`src/rtl/fsup_pkg.sv`:
```
package fsup_pkg;

    typedef enum logic [1:0] {
        SEQ_STANDBY   = 2'd0,
        SEQ_SOFTSTART = 2'd1,
        SEQ_RUN       = 2'd2,
        SEQ_DISCHARGE = 2'd3
    } seq_state_e;

    // fault source slots
    localparam int NSRC      = 4;
    localparam int SRC_SHORT = 0;
    localparam int SRC_UV    = 1;
    localparam int SRC_OV    = 2;
    localparam int SRC_HOT   = 3;

    typedef struct packed {
        logic stage_en;
        logic sink_on;
        logic pullup_on;
    } pin_ctl_t;

    // pin and stage drive for each sequencer state
    function automatic pin_ctl_t ctl_for(seq_state_e s);
        pin_ctl_t c;
        c = '{stage_en: 1'b0, sink_on: 1'b0, pullup_on: 1'b1};
        case (s)
            SEQ_SOFTSTART, SEQ_RUN: c.stage_en = 1'b1;
            SEQ_DISCHARGE: begin
                c.sink_on   = 1'b1;
                c.pullup_on = 1'b0;
            end
            default: ;
        endcase
        return c;
    endfunction

    // qualification length per source
    function automatic int src_len(int idx, int uv_len, int ov_len);
        if (idx == SRC_UV) return uv_len;
        if (idx == SRC_OV) return ov_len;
        return 1;
    endfunction

    // sources silenced while soft-start runs
    function automatic bit src_masked_in_ss(int idx);
        return idx == SRC_UV;
    endfunction

    function automatic int cnt_width(int len);
        return (len <= 2) ? 1 : $clog2(len);
    endfunction

endpackage

```
`src/rtl/fsup_qual.sv`:
```
module fsup_qual
    import fsup_pkg::*;
#(
    parameter int LEN = 16
) (
    input  logic clk,
    input  logic rst,
    input  logic tick,
    input  logic enable,
    input  logic flag,
    output logic hit
);
    localparam int CW = cnt_width(LEN);
    localparam logic [CW-1:0] LAST = CW'(LEN - 1);

    logic [CW-1:0] cnt;

    always_ff @(posedge clk) begin
        if (rst) begin
            cnt <= '0;
        end else if (tick) begin
            if (!enable || !flag)
                cnt <= '0;
            else if (cnt != LAST)
                cnt <= cnt + 1'b1;
        end
    end

    // flag high this tick, and LEN-1 ticks before it
    assign hit = enable && flag && (cnt == LAST);

    assert_count_restarts_R1: assert property (@(posedge clk) disable iff (rst)
        (tick && !flag) |=> (cnt == '0));

    assert_count_bounded_R1: assert property (@(posedge clk) disable iff (rst)
        cnt <= LAST);

    assert_count_frozen_R11: assert property (@(posedge clk) disable iff (rst)
        !tick |=> $stable(cnt));

endmodule

```
`src/rtl/fsup_seq.sv`:
```
module fsup_seq
    import fsup_pkg::*;
(
    input  logic       clk,
    input  logic       rst,
    input  logic       tick,
    input  logic       any_hit,
    input  logic       hot_flag,
    input  logic       cool_flag,
    input  logic       en_above_hi,
    input  logic       en_below_lo,
    input  logic       ss_done,
    input  logic       in_reg,
    input  logic       start_block,
    output seq_state_e state,
    output logic       fault_latched,
    output logic       stage_en,
    output logic       en_sink_on,
    output logic       en_pullup_on,
    output logic       ss_request,
    output logic       pgood
);
    seq_state_e state_nx;
    logic       hot_lock;
    logic       start_ok;
    logic       active;
    pin_ctl_t   ctl;

    assign active   = (state == SEQ_SOFTSTART) || (state == SEQ_RUN);
    assign start_ok = en_above_hi && !start_block && !hot_lock && !hot_flag;
    assign ss_request = tick && (state == SEQ_STANDBY) && start_ok;

    always_comb begin
        state_nx = state;
        case (state)
            SEQ_STANDBY:   if (ss_request) state_nx = SEQ_SOFTSTART;
            SEQ_SOFTSTART: begin
                if (any_hit)      state_nx = SEQ_DISCHARGE;
                else if (ss_done) state_nx = SEQ_RUN;
            end
            SEQ_RUN:       if (any_hit) state_nx = SEQ_DISCHARGE;
            SEQ_DISCHARGE: if (en_below_lo) state_nx = SEQ_STANDBY;
            default:       state_nx = SEQ_STANDBY;
        endcase
    end

    always_ff @(posedge clk) begin
        if (rst) begin
            state         <= SEQ_STANDBY;
            fault_latched <= 1'b0;
            hot_lock      <= 1'b0;
        end else if (tick) begin
            state <= state_nx;
            if (ss_request)
                fault_latched <= 1'b0;
            else if (active && any_hit)
                fault_latched <= 1'b1;
            if (hot_flag)
                hot_lock <= 1'b1;
            else if (cool_flag)
                hot_lock <= 1'b0;
        end
    end

    assign ctl          = ctl_for(state);
    assign stage_en     = ctl.stage_en;
    assign en_sink_on   = ctl.sink_on;
    assign en_pullup_on = ctl.pullup_on;
    assign pgood        = (state == SEQ_RUN) && in_reg && !fault_latched;

    assert_stage_off_on_fault_R6: assert property (@(posedge clk) disable iff (rst)
        fault_latched && !ss_request |-> !stage_en);

    assert_sink_pullup_exclusive_R6: assert property (@(posedge clk) disable iff (rst)
        !(en_sink_on && en_pullup_on));

    assert_request_needs_pin_R7: assert property (@(posedge clk) disable iff (rst)
        ss_request |-> en_pullup_on && en_above_hi);

    assert_request_clears_latch_R7: assert property (@(posedge clk) disable iff (rst)
        ss_request |=> !fault_latched && stage_en);

    assert_no_start_when_hot_R5: assert property (@(posedge clk) disable iff (rst)
        ss_request |-> !hot_lock);

    assert_pgood_in_run_R8: assert property (@(posedge clk) disable iff (rst)
        pgood |-> in_reg && stage_en && !fault_latched);

    assert_no_start_rt_open_R9: assert property (@(posedge clk) disable iff (rst)
        ss_request |-> !start_block);

    assert_latch_needs_cause_R6: assert property (@(posedge clk) disable iff (rst)
        $rose(fault_latched) |-> $past(any_hit) && $past(tick));

endmodule

```
`src/rtl/conv_fault_supervisor.sv`:
```
module conv_fault_supervisor
    import fsup_pkg::*;
#(
    parameter int UV_TICKS = 16,
    parameter int OV_TICKS = 2
) (
    input  logic clk,
    input  logic rst,
    input  logic tick,
    input  logic uv_flag,
    input  logic ov_flag,
    input  logic sw_high,
    input  logic lowside_on,
    input  logic hot_flag,
    input  logic cool_flag,
    input  logic en_above_hi,
    input  logic en_below_lo,
    input  logic ss_done,
    input  logic in_reg,
    input  logic rt_open,
    input  logic master_mode,
    output logic fault_latched,
    output logic stage_en,
    output logic en_sink_on,
    output logic en_pullup_on,
    output logic ss_request,
    output logic pgood
);
    seq_state_e        state;
    logic [NSRC-1:0]   src_flag;
    logic [NSRC-1:0]   src_hit;
    logic              active;
    logic              in_ss;

    assign active = (state == SEQ_SOFTSTART) || (state == SEQ_RUN);
    assign in_ss  = (state == SEQ_SOFTSTART);

    always_comb begin
        src_flag            = '0;
        src_flag[SRC_SHORT] = sw_high && lowside_on;
        src_flag[SRC_UV]    = uv_flag;
        src_flag[SRC_OV]    = ov_flag;
        src_flag[SRC_HOT]   = hot_flag;
    end

    for (genvar i = 0; i < NSRC; i++) begin : g_src
        localparam int  LEN  = src_len(i, UV_TICKS, OV_TICKS);
        localparam bit  MASK = src_masked_in_ss(i);
        logic en_i;
        assign en_i = active && !(MASK && in_ss);
        fsup_qual #(.LEN(LEN)) u_qual (
            .clk    (clk),
            .rst    (rst),
            .tick   (tick),
            .enable (en_i),
            .flag   (src_flag[i]),
            .hit    (src_hit[i])
        );
    end

    fsup_seq u_seq (
        .clk           (clk),
        .rst           (rst),
        .tick          (tick),
        .any_hit       (|src_hit),
        .hot_flag      (hot_flag),
        .cool_flag     (cool_flag),
        .en_above_hi   (en_above_hi),
        .en_below_lo   (en_below_lo),
        .ss_done       (ss_done),
        .in_reg        (in_reg),
        .start_block   (rt_open && master_mode),
        .state         (state),
        .fault_latched (fault_latched),
        .stage_en      (stage_en),
        .en_sink_on    (en_sink_on),
        .en_pullup_on  (en_pullup_on),
        .ss_request    (ss_request),
        .pgood         (pgood)
    );

    assert_short_same_tick_R4: assert property (@(posedge clk) disable iff (rst)
        (tick && stage_en && sw_high && lowside_on && !ss_request) |=> fault_latched);

    assert_ss_fault_cause_R2: assert property (@(posedge clk) disable iff (rst)
        ($rose(fault_latched) && $past(state) == SEQ_SOFTSTART)
            |-> $past(ov_flag || hot_flag || (sw_high && lowside_on)));

    assert_hot_immediate_R5: assert property (@(posedge clk) disable iff (rst)
        (tick && stage_en && hot_flag && !ss_request) |=> fault_latched);

    assert_state_frozen_R11: assert property (@(posedge clk) disable iff (rst)
        !tick |=> $stable(fault_latched) && $stable(stage_en));

endmodule

```
`config.mk`:
```
export PLATFORM = sky130hd
export DESIGN_NAME = conv_fault_supervisor
export DESIGN_NICKNAME = d
export VERILOG_FILES = /design/src/rtl/fsup_pkg.sv /design/src/rtl/fsup_qual.sv /design/src/rtl/fsup_seq.sv /design/src/rtl/conv_fault_supervisor.sv
export SDC_FILE = /design/constraint.sdc
export NUM_CORES = 1
export LEC_CHECK = 0
export BUFFER_PORTS_ARGS = -buffer_cell sky130_fd_sc_hd__buf_2
export CAP_MARGIN = 20
export CELL_PAD_IN_SITES_DETAIL_PLACEMENT = 1
export CELL_PAD_IN_SITES_GLOBAL_PLACEMENT = 1
export CORE_MARGIN = 8
export CORE_UTILIZATION = 34
export CTS_CLUSTER_SIZE = 30
export DETAILED_ROUTE_END_ITERATION = 12
export GPL_ROUTABILITY_DRIVEN = 0
export GPL_TIMING_DRIVEN = 0
export PLACE_DENSITY = 0.85
export RECOVER_POWER = 100
export SLEW_MARGIN = 10
export SYNTH_ARGS = -nofsm -noshare
export SYNTH_HDL_FRONTEND = slang
export SYNTH_SLANG_ARGS = --single-unit
```
`constraint.sdc`:
```
create_clock -name clk -period 1.7 [get_ports clk]
set_input_delay 0.34 -clock clk [delete_from_list [all_inputs] [get_ports clk]]
set_output_delay 0.34 -clock clk [all_outputs]
set_load 0.01 [all_outputs]
```
* Yosys cells after proc, flatten, opt, wreduce, memory -nomap -nowiden
Cells that the tools add are included.
** Word-level totals
- Register bits after elaboration :: 11
- Bits in latches :: 0
- Memory bits (writable) :: 0
- Bits in read-only memories :: 0
- Input bits :: 15
- Output and inout port bits :: 6
- Logic and storage cells :: 86
- Memories kept :: 0
** Cells by class
- Add/subtract/negate cells :: 4
- Multiply operators :: 0
- Divide/modulo/power cells :: 0
- Magnitude comparators :: 0
- Eq/ne operators :: 9
- Shifts and indexed selects :: 0
- Mux-type cells :: 20
- Bitwise operators :: 2
- Reduce and logical (&&, ||, !) cells :: 44
** Operator list (number)
- $logic_and 1x1->1 :: 19
- $mux 2 :: 6
- $mux 1 :: 11
- $logic_not 1->1 :: 10
- $mux 4 :: 2
- $pmux 2 s4 :: 1
- $reduce_and 2->1 :: 3
- $reduce_bool 2->1 :: 3
- $logic_or 1x1->1 :: 5
- $reduce_and 5->1 :: 1
- $add 4x1->4 const B :: 1
- $eq 2x2->1 const B :: 2
- $eq 4x4->1 const B :: 1
- $ne 2x2->1 const B :: 2
- $ne 4x4->1 const B :: 1
- $reduce_or 4->1 :: 1
- $add 1x1->1 const B :: 3
- $ne 3x2->1 const B :: 1
- $eq 2x1->1 const B :: 1
- $logic_not 2->1 :: 1
- $ne 2x1->1 const B :: 1
- $not 1->1 :: 2
- $reduce_or 2->1 :: 1

* Logic depth before layout (Yosys ltp)
- Depth after elaboration :: 9
- Gate-level depth with buffers :: 8
- Depth with buffers taken out :: 7

* Cells and area by module
Synthesis repeated with hierarchy kept, for this count alone.
** Second synthesis, totals
- Cell total of the unflattened synthesis :: 72
- Area total of the unflattened synthesis :: 656.9 um^2
** By module, submodules not included
- fsup_seq :: instances 1, cells an instance 34, area each 331.6 um^2, sequential area each 80.1 um^2
- fsup_qual at g_src[1].u_qual :: instances 1, cells an instance 25, area each 226.5 um^2, sequential area each 80.1 um^2
- fsup_qual at g_src[2].u_qual :: instances 1, cells an instance 5, area each 46.3 um^2, sequential area each 20.0 um^2
- conv_fault_supervisor :: instances 1, cells an instance 6, area each 40.0 um^2, sequential area each 0.0 um^2
- fsup_qual at g_src[0].u_qual ... :: instances 2, cells an instance 1, area each 6.3 um^2, sequential area each 0.0 um^2

* Least setup slack after synthesis
Ideal clock, no wire load.
- Path type :: reg2reg
- Start :: register u_seq.state[1]
- End :: register u_seq.state[1]
- Arrival :: 1.490 ns
- Required time :: 1.574 ns
- Path slack :: 0.083 ns
- Cell stages (with the launch flop) :: 7
- Path buffers :: 0
- Cells stage by stage :: dfxtp_1 > inv_1 > ha_1 > a22oi_4 > a221oi_4 > mux2i_1 > nor2_1
** Between the ends
- Cells in the longest elaborated chain, start to end :: 8
- Elaborated cells on any way between the ends :: 25
- Those cells by class :: eq/ne (7); mux (2); reduce/logical (16)
** Ends and longest elaborated chain
- start: declaration :: line fsup_seq.sv:15 : output seq_state_e state,
- start signal: assignment :: line fsup_seq.sv:53 : state <= state_nx;
- $eq 2x1->1 / $eq 2x2->1 (equally long branches) :: line fsup_seq.sv:35, conv_fault_supervisor.sv:35, conv_fault_supervisor.sv:36
- $logic_or 1x1->1 / $logic_not 1->1 (equally long branches) :: line conv_fault_supervisor.sv:35, conv_fault_supervisor.sv:50
- $logic_and 1x1->1 :: line conv_fault_supervisor.sv:50 : assign en_i = active && !(MASK && in_ss);
- $logic_and 1x1->1 (2 in series) :: line fsup_qual.sv:30 : assign hit = enable && flag && (cnt == LAST);
- $reduce_or 4->1 :: line conv_fault_supervisor.sv:65 : .any_hit (|src_hit),
- $ne 3x2->1 (no source line) (tied with other cells)
- $reduce_and 5->1 (no source line) / $pmux 2 s4 (equally long branches)
Several ways; a longest one is shown, not always the timed one.
A chain may end at the register's enable or synchronous reset.

* Worst setup path in the final report
- Start :: register u_seq.state[1]
- End :: register u_seq.state[0]
The elaborated chain is that of the path after synthesis.

==> summary.md <==
| Metric | Value |
|---|---|
| Status | `finished clean` |
| Layout cell share with drive strength beyond 1 | `41.58%` |
| GR Layer Usage met2 | `21.02%` |
| PortBufs | `19` |
| CTS tree | `built` |
| Detailed Route Iter0 Violations | `16` |
| Core ar. | `0.001708 mm²` |
| # IOs | `21` |
| Slew Limit Fails | `0` |
| Fin util | `49.74%` |
| Vias | `644` |
| Diodes inserted | `0` |
| Vias in the first global route | `683` |
| TritonCTS buffer count | `3` |
| Static Leak | `0.3671 nW` |
| Multi-input gate area | `436.7 µm²` |
| Synth top area share | `29.75%` |
| Max clock buf depth | `2` |
| Pwr/cell area | `614.6 mW/mm²` |
| Clock Skew | `0.001091 ns` |
| Synth area leaders | `dfxtp_1 30%, ha_1 12%, nand2_1 7.4%` |
| Final wirelength | `1.922 mm` |
| Area Growth Syn to Fin | `40.29%` |
| Worst hold stages | `3` |
| Pin count of the biggest net entering global routing | `11` |
| Synthesized Nets | `94` |
| Fmax | `617.2 MHz` |
| Max cap viols | `0` |
| GRT Max-Usage Layer | `met2` |
| Clk_lat worst skew | `0.27 ns` |
| Worst Path Required | `1.83 ns` |
| Yosys cell types | `29` |
| Hpwl dp | `1.317 mm` |
| Final hold vios | `0` |
| CP Capture Type | `flip-flop` |
| Relative slew slack | `71.73%` |
| Most common cell after layout, fill and taps aside | `buf_2` |
| Die W | `58.21 µm` |
| Worst Tran Pin Value | `0.4240 ns` |
| M3 GR Usage | `3.974%` |
| Critical Path AT | `1.75 ns` |
| Final setup viols | `0` |
| Die Ht | `58.21 µm` |
| Area leader, netlist | `dfxtp_1` |
| Overall Power | `0.5221 mW` |
| Sink Count | `9` |
| Htree depth | `1` |
| Grt ovf | `0` |
| First-pass GRT wire length | `3.236 mm` |
| Max IR drop VDD | `405.2 µV` |
| Clock root buffer | `clkbuf_4` |
| Gr usage total | `12.53%` |
| Mapped Cells | `73` |
| Syn Area/Cell | `8.296 µm²` |
| Layout Nets | `123` |
| Worst Path Max Fanout | `4` |
| Flops & latches, synth | `9` |
| Ys flop type | `dfxtp_1` |
| Initial core utilization | `35.46%` |
| Setup Crit Path Kind | `reg2reg` |
| EDFF count, synth | `0` |
| Asr flop ratio synth | `0%` |
| Initial antenna violation count | `0` |
| Register Area | `185.2 µm²` |
| Die area | `0.003388 mm²` |
| GRT met1 Usage | `13.48%` |
| Clock slew at reported path FFs | `0.06 ns` |
| Layout Cells excl Fill | `126` |
| Inst Count DP | `117` |
| Mapped Area | `605.6 µm²` |
| Tightest Hold Check Type | `in2reg` |
| Row count | `15` |
| DRT antenna net count | `0` |
| Most frequent cells in the layout | `17 x buf_2, 12 x nand2_1, 7 x nor2_1, 7 x a21oi_1` |
| YS warnings | `0` |
| Period utilisation layout | `95.30%` |
| R2R depth | `7` |
| Period minus WS final | `1.620 ns` |
| Detail-routed via count per cell | `5.111` |
| Initial DRT Pass Iterations | `4` |
| Sequential share of the synthesized area | `29.75%` |
| Avg WL per Cell | `15.25 µm` |
| Post-route DRC | `0` |
| Filler instances | `222` |
| CP Launch Type | `flip-flop` |
## critical path, cell delays in order (launching register included)
cell and delay (ns):
dfxtp_2 0.36, buf_6 0.12, ha_4 0.14, and2_4 0.17
a22oi_4 0.09, a221oi_4 0.33, a31o_1 0.20, a21oi_1 0.08
## cell usage after synthesis (2+ instances only)
| master | count |
|---|---|
| nand2_1 | 12 |
| and3_1 | 2 |
| inv_1 | 5 |
| nand3_1 | 3 |
| nor2_1 | 7 |
| o21ai_0 | 2 |
| dfxtp_1 | 9 |
| a21oi_1 | 7 |
| ha_1 | 6 |
## worst paths after layout
kind                                     startpoint                   to  slack, ns
worst min register to register  g_src[2].u_qual.cnt  g_src[2].u_qual.cnt       0.46
worst min-delay path                       hot_flag       u_seq.hot_lock       0.35
worst max-delay path                 u_seq.state[1]       u_seq.state[0]       0.08
worst max register to register       u_seq.state[1]       u_seq.state[0]       0.08
## registers in the layout (all words and copies together), names as in the netlist
register,count
g_src.u_qual.cnt,5
u_seq.fault_latched,1
u_seq.hot_lock,1
u_seq.state,2
## report_power, final
part,switching (mW),leakage (nW),internal [mW],total [mW]
Combinational,0.0652,0.277,0.0607,0.126
Sequential,0.00567,0.0748,0.217,0.223
Clock,0.0823,0.0150,0.0910,0.173
Total,0.153,0.367,0.369,0.522
## cell families (layout without fill, tap and decap cells)
family | count (synthesis) | after routing | synth area share (%)
mux | 1 | 1 | 1.653
buf+inv | 8 | 36 | 6.197
simple gates | 32 | 32 | 26.45
fa+ha+maj | 6 | 6 | 12.40
flops | 9 | 9 | 29.75
compound gates | 17 | 17 | 23.56
## final cells by class
| class | count | share of cell area [%] |
|---|---|---|
| Multi-Input combinational cell | 56 | 51.40 |
| Inverter | 5 | 2.504 |
| Tap cell | 25 | 3.682 |
| Buffer | 2 | 0.8837 |
| Clock buffer | 4 | 3.093 |
| Sequential cell | 9 | 21.80 |
| Timing Repair Buffer | 25 | 16.64 |
## layer usage
layer,part of all wire [%],routed length (µm)
met1,44,843
met2,48,914
met3,6.5,125
met4,2.0,39
met5,0,0
## metrics by stage
step,worst slack [ns],instance area (µm²),hold WS [ns],setup TNS (ns)
floorplan,0.08346,605.6,0.4318,0
global placement,-0.05523,732.0,0.4463,-0.07979
detailed placement,-0.09917,732.0,0.4499,-0.1645
CTS,0.01008,795.8,0.3554,0
global route,-0.009459,849.6,0.3743,-0.009459
finish,0.07989,849.6,0.3514,0
## timing repair
| item | in CTS | in global routing |
|---|---|---|
| endpoints found under the setup margin | 3 | 3 |
| pin swaps | 1 | 3 |
| buffers inserted | 3 | 3 |
| resized for setup | 5 | 13 |
| hold buffers | 0 | 0 |
(Power assumes the default switching activity.)
